## src/rtl/tctl_pkg.sv

```systemverilog
package tctl_pkg;
    typedef enum logic [1:0] {
        MODE_COLL = 2'd0,
        MODE_CAL  = 2'd1,
        MODE_INT  = 2'd2,
        MODE_GAIN = 2'd3
    } tmode_e;

    typedef enum logic [2:0] {
        SQ_IDLE,
        SQ_DAC,
        SQ_SETTLE,
        SQ_PULSE,
        SQ_DELAY,
        SQ_L1,
        SQ_GAIN
    } sq_state_e;
endpackage

```

## src/rtl/tctl_mode_reg.sv

```systemverilog
module tctl_mode_reg
    import tctl_pkg::*;
(
    input  logic   clk,
    input  logic   rst_n,
    input  logic   mode_wr,
    input  tmode_e mode_wdata,
    input  logic   can_switch,
    output tmode_e mode_q
);
    tmode_e pend_mode_q;
    logic   pend_q;

    always_ff @(posedge clk) begin
        if (!rst_n) begin
            mode_q      <= MODE_COLL;
            pend_mode_q <= MODE_COLL;
            pend_q      <= 1'b0;
        end else if (mode_wr) begin
            if (can_switch) begin
                mode_q <= mode_wdata;
                pend_q <= 1'b0;
            end else begin
                pend_mode_q <= mode_wdata;
                pend_q      <= 1'b1;
            end
        end else if (pend_q && can_switch) begin
            mode_q <= pend_mode_q;
            pend_q <= 1'b0;
        end
    end
endmodule

```

## src/rtl/tctl_shifter.sv

```systemverilog
module tctl_shifter #(
    parameter int MAXW      = 16,
    parameter int SCLK_DIV  = 4,
    localparam int LEN_W    = $clog2(MAXW + 1),
    localparam int PH_W     = (SCLK_DIV > 2) ? $clog2(SCLK_DIV) : 1
) (
    input  logic             clk,
    input  logic             rst_n,
    input  logic             start,
    input  logic [MAXW-1:0]  word,
    input  logic [LEN_W-1:0] len,
    output logic             sclk,
    output logic             sdat,
    output logic             last
);
    logic [MAXW-1:0]  sh_q;
    logic [LEN_W-1:0] left_q;
    logic [PH_W-1:0]  ph_q;
    logic             act_q;
    logic             ph_end;

    assign ph_end = (ph_q == PH_W'(SCLK_DIV - 1));

    always_ff @(posedge clk) begin
        if (!rst_n) begin
            sh_q   <= '0;
            left_q <= '0;
            ph_q   <= '0;
            act_q  <= 1'b0;
        end else if (start && !act_q) begin
            sh_q   <= word;
            left_q <= len;
            ph_q   <= '0;
            act_q  <= 1'b1;
        end else if (act_q) begin
            if (ph_end) begin
                ph_q <= '0;
                if (left_q == LEN_W'(1)) begin
                    act_q <= 1'b0;
                    sh_q  <= '0;
                end else begin
                    left_q <= left_q - LEN_W'(1);
                    sh_q   <= {sh_q[MAXW-2:0], 1'b0};
                end
            end else begin
                ph_q <= ph_q + PH_W'(1);
            end
        end
    end

    always_comb begin
        sclk = act_q && (ph_q >= PH_W'(SCLK_DIV / 2));
        sdat = act_q && sh_q[MAXW-1];
        last = act_q && ph_end && (left_q == LEN_W'(1));
    end
endmodule

```

## src/rtl/tctl_seq.sv

```systemverilog
module tctl_seq
    import tctl_pkg::*;
#(
    parameter int SETTLE_CYC = 16,
    parameter int PULSE_CYC  = 4,
    parameter int DLY_W      = 8,
    localparam int MAXC      = (SETTLE_CYC > PULSE_CYC) ? SETTLE_CYC : PULSE_CYC,
    localparam int CW1       = $clog2(MAXC + 1),
    localparam int CNT_W     = (DLY_W > CW1) ? DLY_W : CW1
) (
    input  logic             clk,
    input  logic             rst_n,
    input  tmode_e           mode_q,
    input  logic             cal_start,
    input  logic             gain_start,
    input  logic [DLY_W-1:0] cal_delay,
    input  logic             shift_last,
    output logic             shift_start,
    output logic             shift_pot,
    output logic             dac_sel,
    output logic             pot_sel,
    output logic             test_pulse,
    output logic             cal_l1,
    output logic             busy,
    output logic             can_switch
);
    sq_state_e        state_q, state_d;
    logic [CNT_W-1:0] cnt_q;
    logic [DLY_W-1:0] dly_q;
    logic             cal_go, gain_go;

    assign cal_go  = (state_q == SQ_IDLE) && cal_start  && (mode_q == MODE_CAL);
    assign gain_go = (state_q == SQ_IDLE) && gain_start && (mode_q == MODE_GAIN);

    // next-state decision
    always_comb begin
        state_d = state_q;
        unique case (state_q)
            SQ_IDLE: begin
                if (cal_go)       state_d = SQ_DAC;
                else if (gain_go) state_d = SQ_GAIN;
            end
            SQ_DAC:    if (shift_last) state_d = SQ_SETTLE;
            SQ_SETTLE: if (cnt_q == CNT_W'(SETTLE_CYC - 1)) state_d = SQ_PULSE;
            SQ_PULSE: begin
                if (cnt_q == CNT_W'(PULSE_CYC - 1))
                    state_d = (dly_q == '0) ? SQ_L1 : SQ_DELAY;
            end
            SQ_DELAY:  if (cnt_q == CNT_W'(dly_q) - CNT_W'(1)) state_d = SQ_L1;
            SQ_L1:     state_d = SQ_IDLE;
            SQ_GAIN:   if (shift_last) state_d = SQ_IDLE;
            default:   state_d = SQ_IDLE;
        endcase
    end

    // state register with dwell counter
    always_ff @(posedge clk) begin
        if (!rst_n) begin
            state_q <= SQ_IDLE;
            cnt_q   <= '0;
            dly_q   <= '0;
        end else begin
            state_q <= state_d;
            cnt_q   <= (state_d != state_q) ? '0 : cnt_q + CNT_W'(1);
            if (cal_go) dly_q <= cal_delay;
        end
    end

    // outputs decoded from state
    always_comb begin
        dac_sel    = 1'b0;
        pot_sel    = 1'b0;
        test_pulse = 1'b0;
        cal_l1     = 1'b0;
        unique case (state_q)
            SQ_IDLE:   ;
            SQ_DAC:    dac_sel    = 1'b1;
            SQ_SETTLE: ;
            SQ_PULSE:  test_pulse = 1'b1;
            SQ_DELAY:  ;
            SQ_L1:     cal_l1     = 1'b1;
            SQ_GAIN:   pot_sel    = 1'b1;
            default:   ;
        endcase
        busy        = (state_q != SQ_IDLE);
        shift_start = cal_go || gain_go;
        shift_pot   = gain_go;
        can_switch  = (state_q == SQ_IDLE) && !shift_start;
    end
endmodule

```

## src/rtl/tctl_top.sv

```systemverilog
module tctl_top
    import tctl_pkg::*;
#(
    parameter int DAC_W      = 16,
    parameter int POT_W      = 8,
    parameter int DLY_W      = 8,
    parameter int SCLK_DIV   = 4,
    parameter int SETTLE_CYC = 16,
    parameter int PULSE_CYC  = 4
) (
    input  logic             clk,
    input  logic             rst_n,
    input  logic             mode_wr,
    input  logic [1:0]       mode_wdata,
    input  logic             cal_start,
    input  logic [DAC_W-1:0] cal_dac_code,
    input  logic [DLY_W-1:0] cal_delay,
    input  logic             gain_start,
    input  logic [POT_W-1:0] gain_word,
    input  logic             ext_l1,
    input  logic             ext_l1_rst,
    output logic [1:0]       mode_q,
    output logic             crate_l1,
    output logic             crate_l1_rst,
    output logic             test_pulse,
    output logic             ser_clk,
    output logic             ser_dat,
    output logic             dac_cs_n,
    output logic             pot_cs_n,
    output logic             busy
);
    localparam int MAXW  = (DAC_W > POT_W) ? DAC_W : POT_W;
    localparam int LEN_W = $clog2(MAXW + 1);

    tmode_e          mode_e;
    logic            can_switch, shift_start, shift_pot, shift_last;
    logic            dac_sel, pot_sel, cal_l1;
    logic [MAXW-1:0] dac_al, pot_al, sh_word;
    logic [LEN_W-1:0] sh_len;
    logic            coll_l1_q, coll_rst_q;

    tctl_mode_reg u_mode (
        .clk        (clk),
        .rst_n      (rst_n),
        .mode_wr    (mode_wr),
        .mode_wdata (tmode_e'(mode_wdata)),
        .can_switch (can_switch),
        .mode_q     (mode_e)
    );

    tctl_seq #(
        .SETTLE_CYC (SETTLE_CYC),
        .PULSE_CYC  (PULSE_CYC),
        .DLY_W      (DLY_W)
    ) u_seq (
        .clk         (clk),
        .rst_n       (rst_n),
        .mode_q      (mode_e),
        .cal_start   (cal_start),
        .gain_start  (gain_start),
        .cal_delay   (cal_delay),
        .shift_last  (shift_last),
        .shift_start (shift_start),
        .shift_pot   (shift_pot),
        .dac_sel     (dac_sel),
        .pot_sel     (pot_sel),
        .test_pulse  (test_pulse),
        .cal_l1      (cal_l1),
        .busy        (busy),
        .can_switch  (can_switch)
    );

    // left-align both words so the shifter always emits from its top bit
    always_comb begin
        dac_al  = MAXW'(cal_dac_code) << (MAXW - DAC_W);
        pot_al  = MAXW'(gain_word) << (MAXW - POT_W);
        sh_word = shift_pot ? pot_al : dac_al;
        sh_len  = shift_pot ? LEN_W'(POT_W) : LEN_W'(DAC_W);
    end

    tctl_shifter #(
        .MAXW     (MAXW),
        .SCLK_DIV (SCLK_DIV)
    ) u_shift (
        .clk   (clk),
        .rst_n (rst_n),
        .start (shift_start),
        .word  (sh_word),
        .len   (sh_len),
        .sclk  (ser_clk),
        .sdat  (ser_dat),
        .last  (shift_last)
    );

    always_ff @(posedge clk) begin
        if (!rst_n) begin
            coll_l1_q  <= 1'b0;
            coll_rst_q <= 1'b0;
        end else begin
            coll_l1_q  <= ext_l1;
            coll_rst_q <= ext_l1_rst;
        end
    end

    always_comb begin
        mode_q       = mode_e;
        crate_l1     = ((mode_e == MODE_COLL) && coll_l1_q) || cal_l1;
        crate_l1_rst = (mode_e == MODE_COLL) && coll_rst_q;
        dac_cs_n     = !dac_sel;
        pot_cs_n     = !pot_sel;
    end
endmodule

```

## config.mk

```make
export PLATFORM = sky130hd
export DESIGN_NAME = tctl_top
export DESIGN_NICKNAME = d
export VERILOG_FILES = /design/src/rtl/tctl_pkg.sv /design/src/rtl/tctl_mode_reg.sv /design/src/rtl/tctl_shifter.sv /design/src/rtl/tctl_seq.sv /design/src/rtl/tctl_top.sv
export SDC_FILE = /design/constraint.sdc
export NUM_CORES = 1
export LEC_CHECK = 0
export BUFFER_PORTS_ARGS = -buffer_cell sky130_fd_sc_hd__buf_2
export CORE_MARGIN = 2
export CORE_UTILIZATION = 28
export DETAILED_ROUTE_END_ITERATION = 16
export GPL_ROUTABILITY_DRIVEN = 1
export GPL_TIMING_DRIVEN = 0
export PLACE_DENSITY_LB_ADDON = 0.2
export SETUP_SLACK_MARGIN = 0.3
export SYNTH_ARGS = -nofsm -noshare
export SYNTH_HDL_FRONTEND = slang
export SYNTH_SLANG_ARGS = --single-unit
export TNS_END_PERCENT = 30
```

## constraint.sdc

```tcl
create_clock -name clk -period 2.9 [get_ports clk]
set_input_delay 0.29 -clock clk [delete_from_list [all_inputs] [get_ports clk]]
set_output_delay 0.29 -clock clk [all_outputs]
set_load 0.02 [all_outputs]
```

* Word level (Yosys, flattened, before mapping)
Index checks and enable logic that the tools add are counted.
W data, S select, Z words.
** Storage, ports and cells
- Bits in registers :: 50
- Logic and storage cells :: 101
** Operators by class
- $add $sub $neg :: 4
- Order comparisons :: 1
- Eq/ne operators :: 16
- Mux-type cells :: 34
- Bitwise gates (word level) :: 2
- Reduce and logical (&&, ||, !) cells :: 32
** Operators by type and width (count)
- $mux W16 :: 5
- $mux W5 :: 5
- $mux W3 :: 7
- $pmux W3 S6 :: 1
- $logic_and A1 B1 Y1 :: 13
- $mux W1 :: 12
- $eq A3 B3 Y1 const B :: 3
- $add A8 B1 Y8 const B :: 1
- $eq A8 B2 Y1 const B :: 1
- $eq A8 B4 Y1 const B :: 1
- $eq A8 B8 Y1 :: 1
- $logic_not A8 Y1 :: 1
- $mux W2 :: 4
- $sub A8 B1 Y8 const B :: 1
- $eq A3 B2 Y1 const B :: 2
- $reduce_and A2 Y1 :: 3
- $reduce_bool A2 Y1 :: 3
- $eq A5 B1 Y1 const B :: 1
- $sub A5 B1 Y5 const B :: 1
- $eq A2 B2 Y1 const B :: 2
- $logic_not A1 Y1 :: 4
- $ne A2 B1 Y1 const B :: 2
- $reduce_or A2 Y1 :: 2
- $eq A3 B1 Y1 const B :: 1
- 10 further kinds :: 12

* Logic depth before layout (Yosys ltp)
- Depth after elaboration :: 9
- Gate-level depth with buffers :: 8
- Mapped depth without buffers :: 7

* By module
Synthesis repeated with hierarchy kept, for this count alone.
** Second synthesis, totals
- Cell total of the unflattened synthesis :: 307
- Area, all modules :: 2773.9 sq um
** Modules (own cells, without submodules)
- tctl_seq :: times used 1, cells an instance 141, area an instance 1196.1 sq um, seq. area each 380.4 sq um
- tctl_shifter :: times used 1, cells an instance 118, area an instance 1114.8 sq um, seq. area each 480.5 sq um
- tctl_top :: times used 1, cells an instance 29, area an instance 255.2 sq um, seq. area each 40.0 sq um
- tctl_mode_reg :: times used 1, cells an instance 19, area an instance 207.7 sq um, seq. area each 100.1 sq um

* Worst setup path before layout
No wires, ideal clock.
- Kind :: register -> register
- Start point :: reg u_seq.dly_q[0]
- End point :: reg u_seq.cnt_q[1]
- Setup time :: 148 ps
- Arrival :: 1962 ps
- Required time :: 2752 ps
- Slack :: 790 ps
- Stages on the path, launching flop included :: 9
- Path buffers :: 1
- Period minus slack after synthesis :: 2110 ps
- Path through :: dfxtp_1 > buf_6 > inv_1 > ha_1 > nor2b_1 > or3_1 > a311o_1 > a211oi_2 > nor4_1
** Between the ends
- Cells in the longest elaborated chain, start to end :: 6
- Elaborated cells between the ends (all ways) :: 9
- Classes of those cells :: 1 x add/sub; 2 x eq/ne; 4 x mux; 2 x reduce/logical
** RTL lines
- from (decl) :: RTL line tctl_seq.sv:29 : logic [DLY_W-1:0] dly_q;
- from (signal assigned) :: RTL line tctl_seq.sv:65 : if (cal_go) dly_q <= cal_delay;
- $sub A8 B1 Y8 or $logic_not A8 Y1 (tied branches) :: RTL line tctl_seq.sv:49, tctl_seq.sv:47
- $eq A8 B8 Y1 or $mux W1 (tied branches) :: RTL line tctl_seq.sv:49, tctl_seq.sv:47
- $mux W3, on equally long branches :: RTL line tctl_seq.sv:49, tctl_seq.sv:46
- $pmux W3 S6 (*) :: RTL line tctl_seq.sv:38 : unique case (state_q)
- $ne A3 B3 Y1 (*) :: RTL line tctl_seq.sv:64 : cnt_q <= (state_d != state_q) ? '0 : cnt_q + CNT_W'(1);
- $reduce_or A2 Y1 (no line) (*)
- to (signal assigned) :: RTL line tctl_seq.sv:64
- to (decl) :: RTL line tctl_seq.sv:28 : logic [CNT_W-1:0] cnt_q;
Every way passes the cells marked *; elsewhere a longest branch is shown, timed or not.
A chain may end at the register's enable or synchronous reset.

* Final worst setup path
- Start point :: reg u_seq.dly_q[0]
- End point :: reg u_seq.cnt_q[7]
The elaborated chain is that of the path after synthesis.

==> summary by stage <==
Synth
The number of synthesized register bits is 50. After synthesis, the share of flip-flops with an asynchronous set or reset is 0. The combinational family with the most area after synthesis is simple AND/OR/NAND/NOR gates.

The fraction of synthesized area in multiplexers is 0.0436. The area share of xor/xnor cells in the synthesized design is 0.0509. The number of nets in the synthesized netlist is 374. The most used flip-flop cell after synthesis is sky130_fd_sc_hd__dfxtp_1. The compound-cell area share of the yosys netlist is 0.211. In this run, synthesis inferred 0 flip-flops with an integrated enable. The synthesized instance count is 327.

Of the total synthesized cell area, the portion taken by full adders, half adders and majority gates is 0.0273. Synthesis instantiated 61 different standard cells from the library. sky130_fd_sc_hd__dfxtp_1 takes more of the synthesized area than any other cell.

The cell area after synthesis is 2750 um^2. Yosys attributes the largest share of cell area to sky130_fd_sc_hd__dfxtp_1 36%, sky130_fd_sc_hd__nor2_1 5.5%, sky130_fd_sc_hd__nand2_1 4.0%. The Yosys step of the flow raised 0 warnings. The share of synthesized area occupied by flip-flops and latches is 0.363.

The average instance area after synthesis is 8.42 um^2. Of the post-synthesis cell area, the dominant cell type holds 0.363. Of the total synthesized cell area, the portion taken by AND, OR, NAND and NOR gates is 0.248.

Cells and area
The antenna diode instance count is 0. The total number of nets in the final design is 430. In the final layout, the share of cells above drive strength 1 is 0.214. The final cell count without fillers is 517. The filler cell count is 1,085. The area overhead of the layout relative to synthesis is 18.5%.

Pwr
The cell leakage power is 1.24 nW. The worst-case vdd ir drop is 0.209 mV. The total power density per cell area is between 400 and 500 nW/um^2.

Worst setup path
The setup path with the least slack is of type reg -> reg. The buffer and inverter count on the worst path is 2. The element type at the critical path end is a flip-flop. The worst setup path is launched from a flip-flop. Data on the critical path is required at its endpoint by roughly 3100 ps. Data arrives at the worst endpoint at about 2600 ps.

The kind of cell with the highest combined delay along the critical path is compound AO/OA/AOI/OAI gates. The maximum net fanout on the critical path is 8. Among all stages on the critical path, the largest delay is contributed by sky130_fd_sc_hd__a211oi_2. The largest stage delay on the critical path is between 500 and 600 ps. Traced cell by cell, the critical path runs through buf_6 > inv_1 > ha_1 > nor2b_1 > or3_1 > a311o_1 > a211oi_2 > nor2_1.

Clocking
The cell chosen for the clock root is sky130_fd_sc_hd__clkbuf_8. The H-tree depth is 2. The CTS buffer count is 5. TritonCTS built the clock tree. The buffer depth of the longest clock path is 2.

In this run the post-CTS setup repair buffer count came out at 0. Clock latency on the worst-skew pair, taken at its later pin, is 300 ps. After clock tree synthesis, the clock-pin slew on the worst setup and hold paths is 90 ps. The number of clock sinks is 50.

Placed design
The weighted congestion at the end of routability-driven global placement is 0.849. The number of buffers added on ports is 49. Detailed placement finished with a half-perimeter wire length of approximately 5.4 mm. The number of placed cells counting well taps is 509.

Global route
The pin count of the biggest net entering global routing is 15. The highest-utilization routing layer at the global route stage is met2. In the global route stage, overall resource usage came out at 0.146.

In the global route stage, met3 resource usage came out at 0.0349. In the global route stage, met1 resource usage came out at 0.190. The global-route congestion overflow total is 0. For met2 alone, demand over resource in global routing was 0.246. The number of global-route vias before repair is ~2,600. The first global-routing pass estimated 12.4 mm of wire. The number of antenna violations at the first check in global routing is 0.

Die
The floorplan has 36 rows. The die height is 103 um. The die area is around 11,000 um^2. The standard cell core area is 9640 um^2. The initial core utilization is 0.286. The floorplan step set the die width to 103 um. The number of I/O pins is 51.

STA
The transition time at the pin with the least slew margin is around 640 ps. The worst clock skew is around 9.5 ps. After layout, the minimum clock period comes to around 2500 ps. The highest achievable clock rate is 408 MHz. The final period utilization is 0.845. The count of final hold-check violations is 0. The max-slew violation total from the final report is 0. In this run the tightest slew margin relative to its limit is 0.570. Setup total negative slack on the finished layout was measured at 0 ps. Setup violations remaining at the end of the flow were counted as 0. Setup repair after global routing could not meet its margin everywhere.

Route
The detailed router finished its first iteration with 126 violations. The first detailed-routing pass took 6 iterations. The total wire length after detailed routing is 7.18 mm.

The detail route stage leaves a number of antenna-violating nets equal to 0. Dividing the detail-routed wire length by the instance count gives 13.9 um. The detail-routed via count per cell is 5.05. After detailed routing, the number of remaining DRC violations is 0. The routed layout has roughly 2,600 vias.

Job
The max-cap check violation count is 0.

Outcome
The run finished with clean final reports.

Min path
The tightest min-delay check is of the in -> reg type.
synthesized netlist by cell type (2+ instances only):
library cell	count
sky130_fd_sc_hd__nor3_1	8
sky130_fd_sc_hd__nor2_1	40
sky130_fd_sc_hd__and2_1	7
sky130_fd_sc_hd__clkbuf_1	11
sky130_fd_sc_hd__ha_1	6
sky130_fd_sc_hd__a31oi_1	2
sky130_fd_sc_hd__buf_6	2
sky130_fd_sc_hd__nor4_1	7
sky130_fd_sc_hd__nand4_1	3
sky130_fd_sc_hd__mux2i_1	3
sky130_fd_sc_hd__xnor2_1	8
sky130_fd_sc_hd__o21ai_0	16
sky130_fd_sc_hd__nand3_1	9
sky130_fd_sc_hd__xor2_1	8
sky130_fd_sc_hd__dfxtp_1	50
sky130_fd_sc_hd__a211oi_1	5
sky130_fd_sc_hd__o31a_1	3
sky130_fd_sc_hd__a221oi_1	8
sky130_fd_sc_hd__or3_1	3
sky130_fd_sc_hd__mux2_2	8
sky130_fd_sc_hd__a21oi_1	16
sky130_fd_sc_hd__nand2_1	29
sky130_fd_sc_hd__inv_1	13
sky130_fd_sc_hd__o21a_1	2
sky130_fd_sc_hd__o2111ai_1	2
sky130_fd_sc_hd__nor2b_1	3
sky130_fd_sc_hd__buf_2	5
sky130_fd_sc_hd__nor3b_1	2
sky130_fd_sc_hd__a311o_1	2
sky130_fd_sc_hd__or4_1	4
sky130_fd_sc_hd__or4b_1	2
sky130_fd_sc_hd__or3_4	2
sky130_fd_sc_hd__nand2b_1	3
sky130_fd_sc_hd__a222oi_1	8
repair_timing:
item                                   in CTS  in global routing
hold buffers                                0                  0
endpoints found under the hold margin       0                  0
resized for setup                           0                  1
setup endpoints to repair                   0                  9
worst reg2reg max path: cells and delay by family, from the launching register on:
| family | cells | cell delay (ps) |
|---|---|---|
| buffers and inverters | 2 | 180 |
| flip-flops | 1 | 330 |
| AO/OA/AOI/OAI | 2 | 890 |
| adder cells (fa/ha/maj) | 1 | 240 |
| AND/OR/NAND/NOR | 3 | 680 |
metrics by stage:
stage | worst slack (ps) | area [um^2] | utilization | total power, mW | hold slack, ps
2_1_floorplan | 790 | 2750 | - | 1.02 | 412
3_3_place_gp | 401 | 3170 | 0.328 | 1.12 | 441
3_5_place_dp | 422 | 3170 | 0.328 | 1.13 | 452
4_1_cts | 397 | 3260 | 0.338 | 1.56 | 177
5_1_grt | 256 | 3260 | 0.339 | 1.64 | 177
6_report | 449 | 3260 | 0.339 | 1.53 | 185
power breakdown:
part,leakage [nW],total (mW),internal [mW],switching [mW]
sequential,0.406,0.781,0.738,0.0422
combinational,0.789,0.330,0.139,0.191
clock,0.0482,0.424,0.193,0.231
flip-flops by register name, summed over array words and instances (netlist names):
signal / flops
u_seq.state_q: 3
u_shift.ph_q: 2
u_mode.pend_mode_q: 2
coll_rst_q: 1
u_seq.cnt_q: 8
u_mode.pend_q: 1
u_seq.dly_q: 8
u_mode.mode_q: 2
u_shift.left_q: 5
u_shift.sh_q: 16
coll_l1_q: 1
u_shift.act_q: 1
logic make-up after synthesis:
group	after synthesis
AND/OR/NAND/NOR	132
buffers and inverters	34
XOR/XNOR	16
AO/OA/AOI/OAI	78
adder cells (fa/ha/maj)	6
flip-flops	50
multiplexers	11
final cells by class:
class,instances,area [um^2],share of cell area
multi-input cells,243,1610,0.493
repair buffers,49,245,0.0751
plain buffers,20,100,0.0307
clock buffers,7,86.3,0.0264
inverters,14,52.6,0.0161
flip-flops and latches,50,1000,0.307
well taps,133,166,0.0510
clock inverters,1,5.00,0.00153
layer usage:
| layer | vias up | part of all wire | wire length (um) |
|---|---|---|---|
| li1 | 1315 | - | - |
| met1 | 1243 | 0.48 | 3440 |
| met2 | 46 | 0.47 | 3370 |
| met3 | 6 | 0.042 | 301 |
| met4 | 0 | 0.010 | 74 |
| met5 | - | 0 | 0 |
placed cells by master (no fill, tap or decap), drive strengths merged, types with 2 or more instances in the layout:
cell / count
nand4: 3
nor2b: 3
a311o: 2
nand3: 9
a31oi: 2
nand2b: 3
nor3: 9
or4b: 2
o2111ai: 2
inv: 13
or3: 6
o31a: 3
and2: 8
xor2: 8
a222oi: 8
o21a: 2
buf: 58
a21oi: 16
o21ai: 16
nand2: 29
ha: 6
xnor2: 8
clkbuf: 18
and3: 2
dfxtp: 50
mux2i: 3
nor4: 7
or4: 5
nor2: 40
o32ai: 2
a211oi: 6
clkinv: 2
a221oi: 8
nor3b: 2
mux2: 8
final timing paths:
check             cells past startpoint                               start                                  to  slack, ps
hold reg to reg                       2  u_mode.pend_mode_q[0]$_SDFFE_PN0P_  u_mode.pend_mode_q[0]$_SDFFE_PN0P_        470
setup / recovery                      8         u_seq.dly_q[0]$_SDFFE_PN0P_           u_seq.cnt_q[7]$_SDFF_PP0_        450
hold / removal                        2                              ext_l1                coll_l1_q$_SDFF_PN0_        180
setup reg to reg                      8         u_seq.dly_q[0]$_SDFFE_PN0P_           u_seq.cnt_q[7]$_SDFF_PP0_        450
Note: power is estimated with default switching activity, not from simulation.
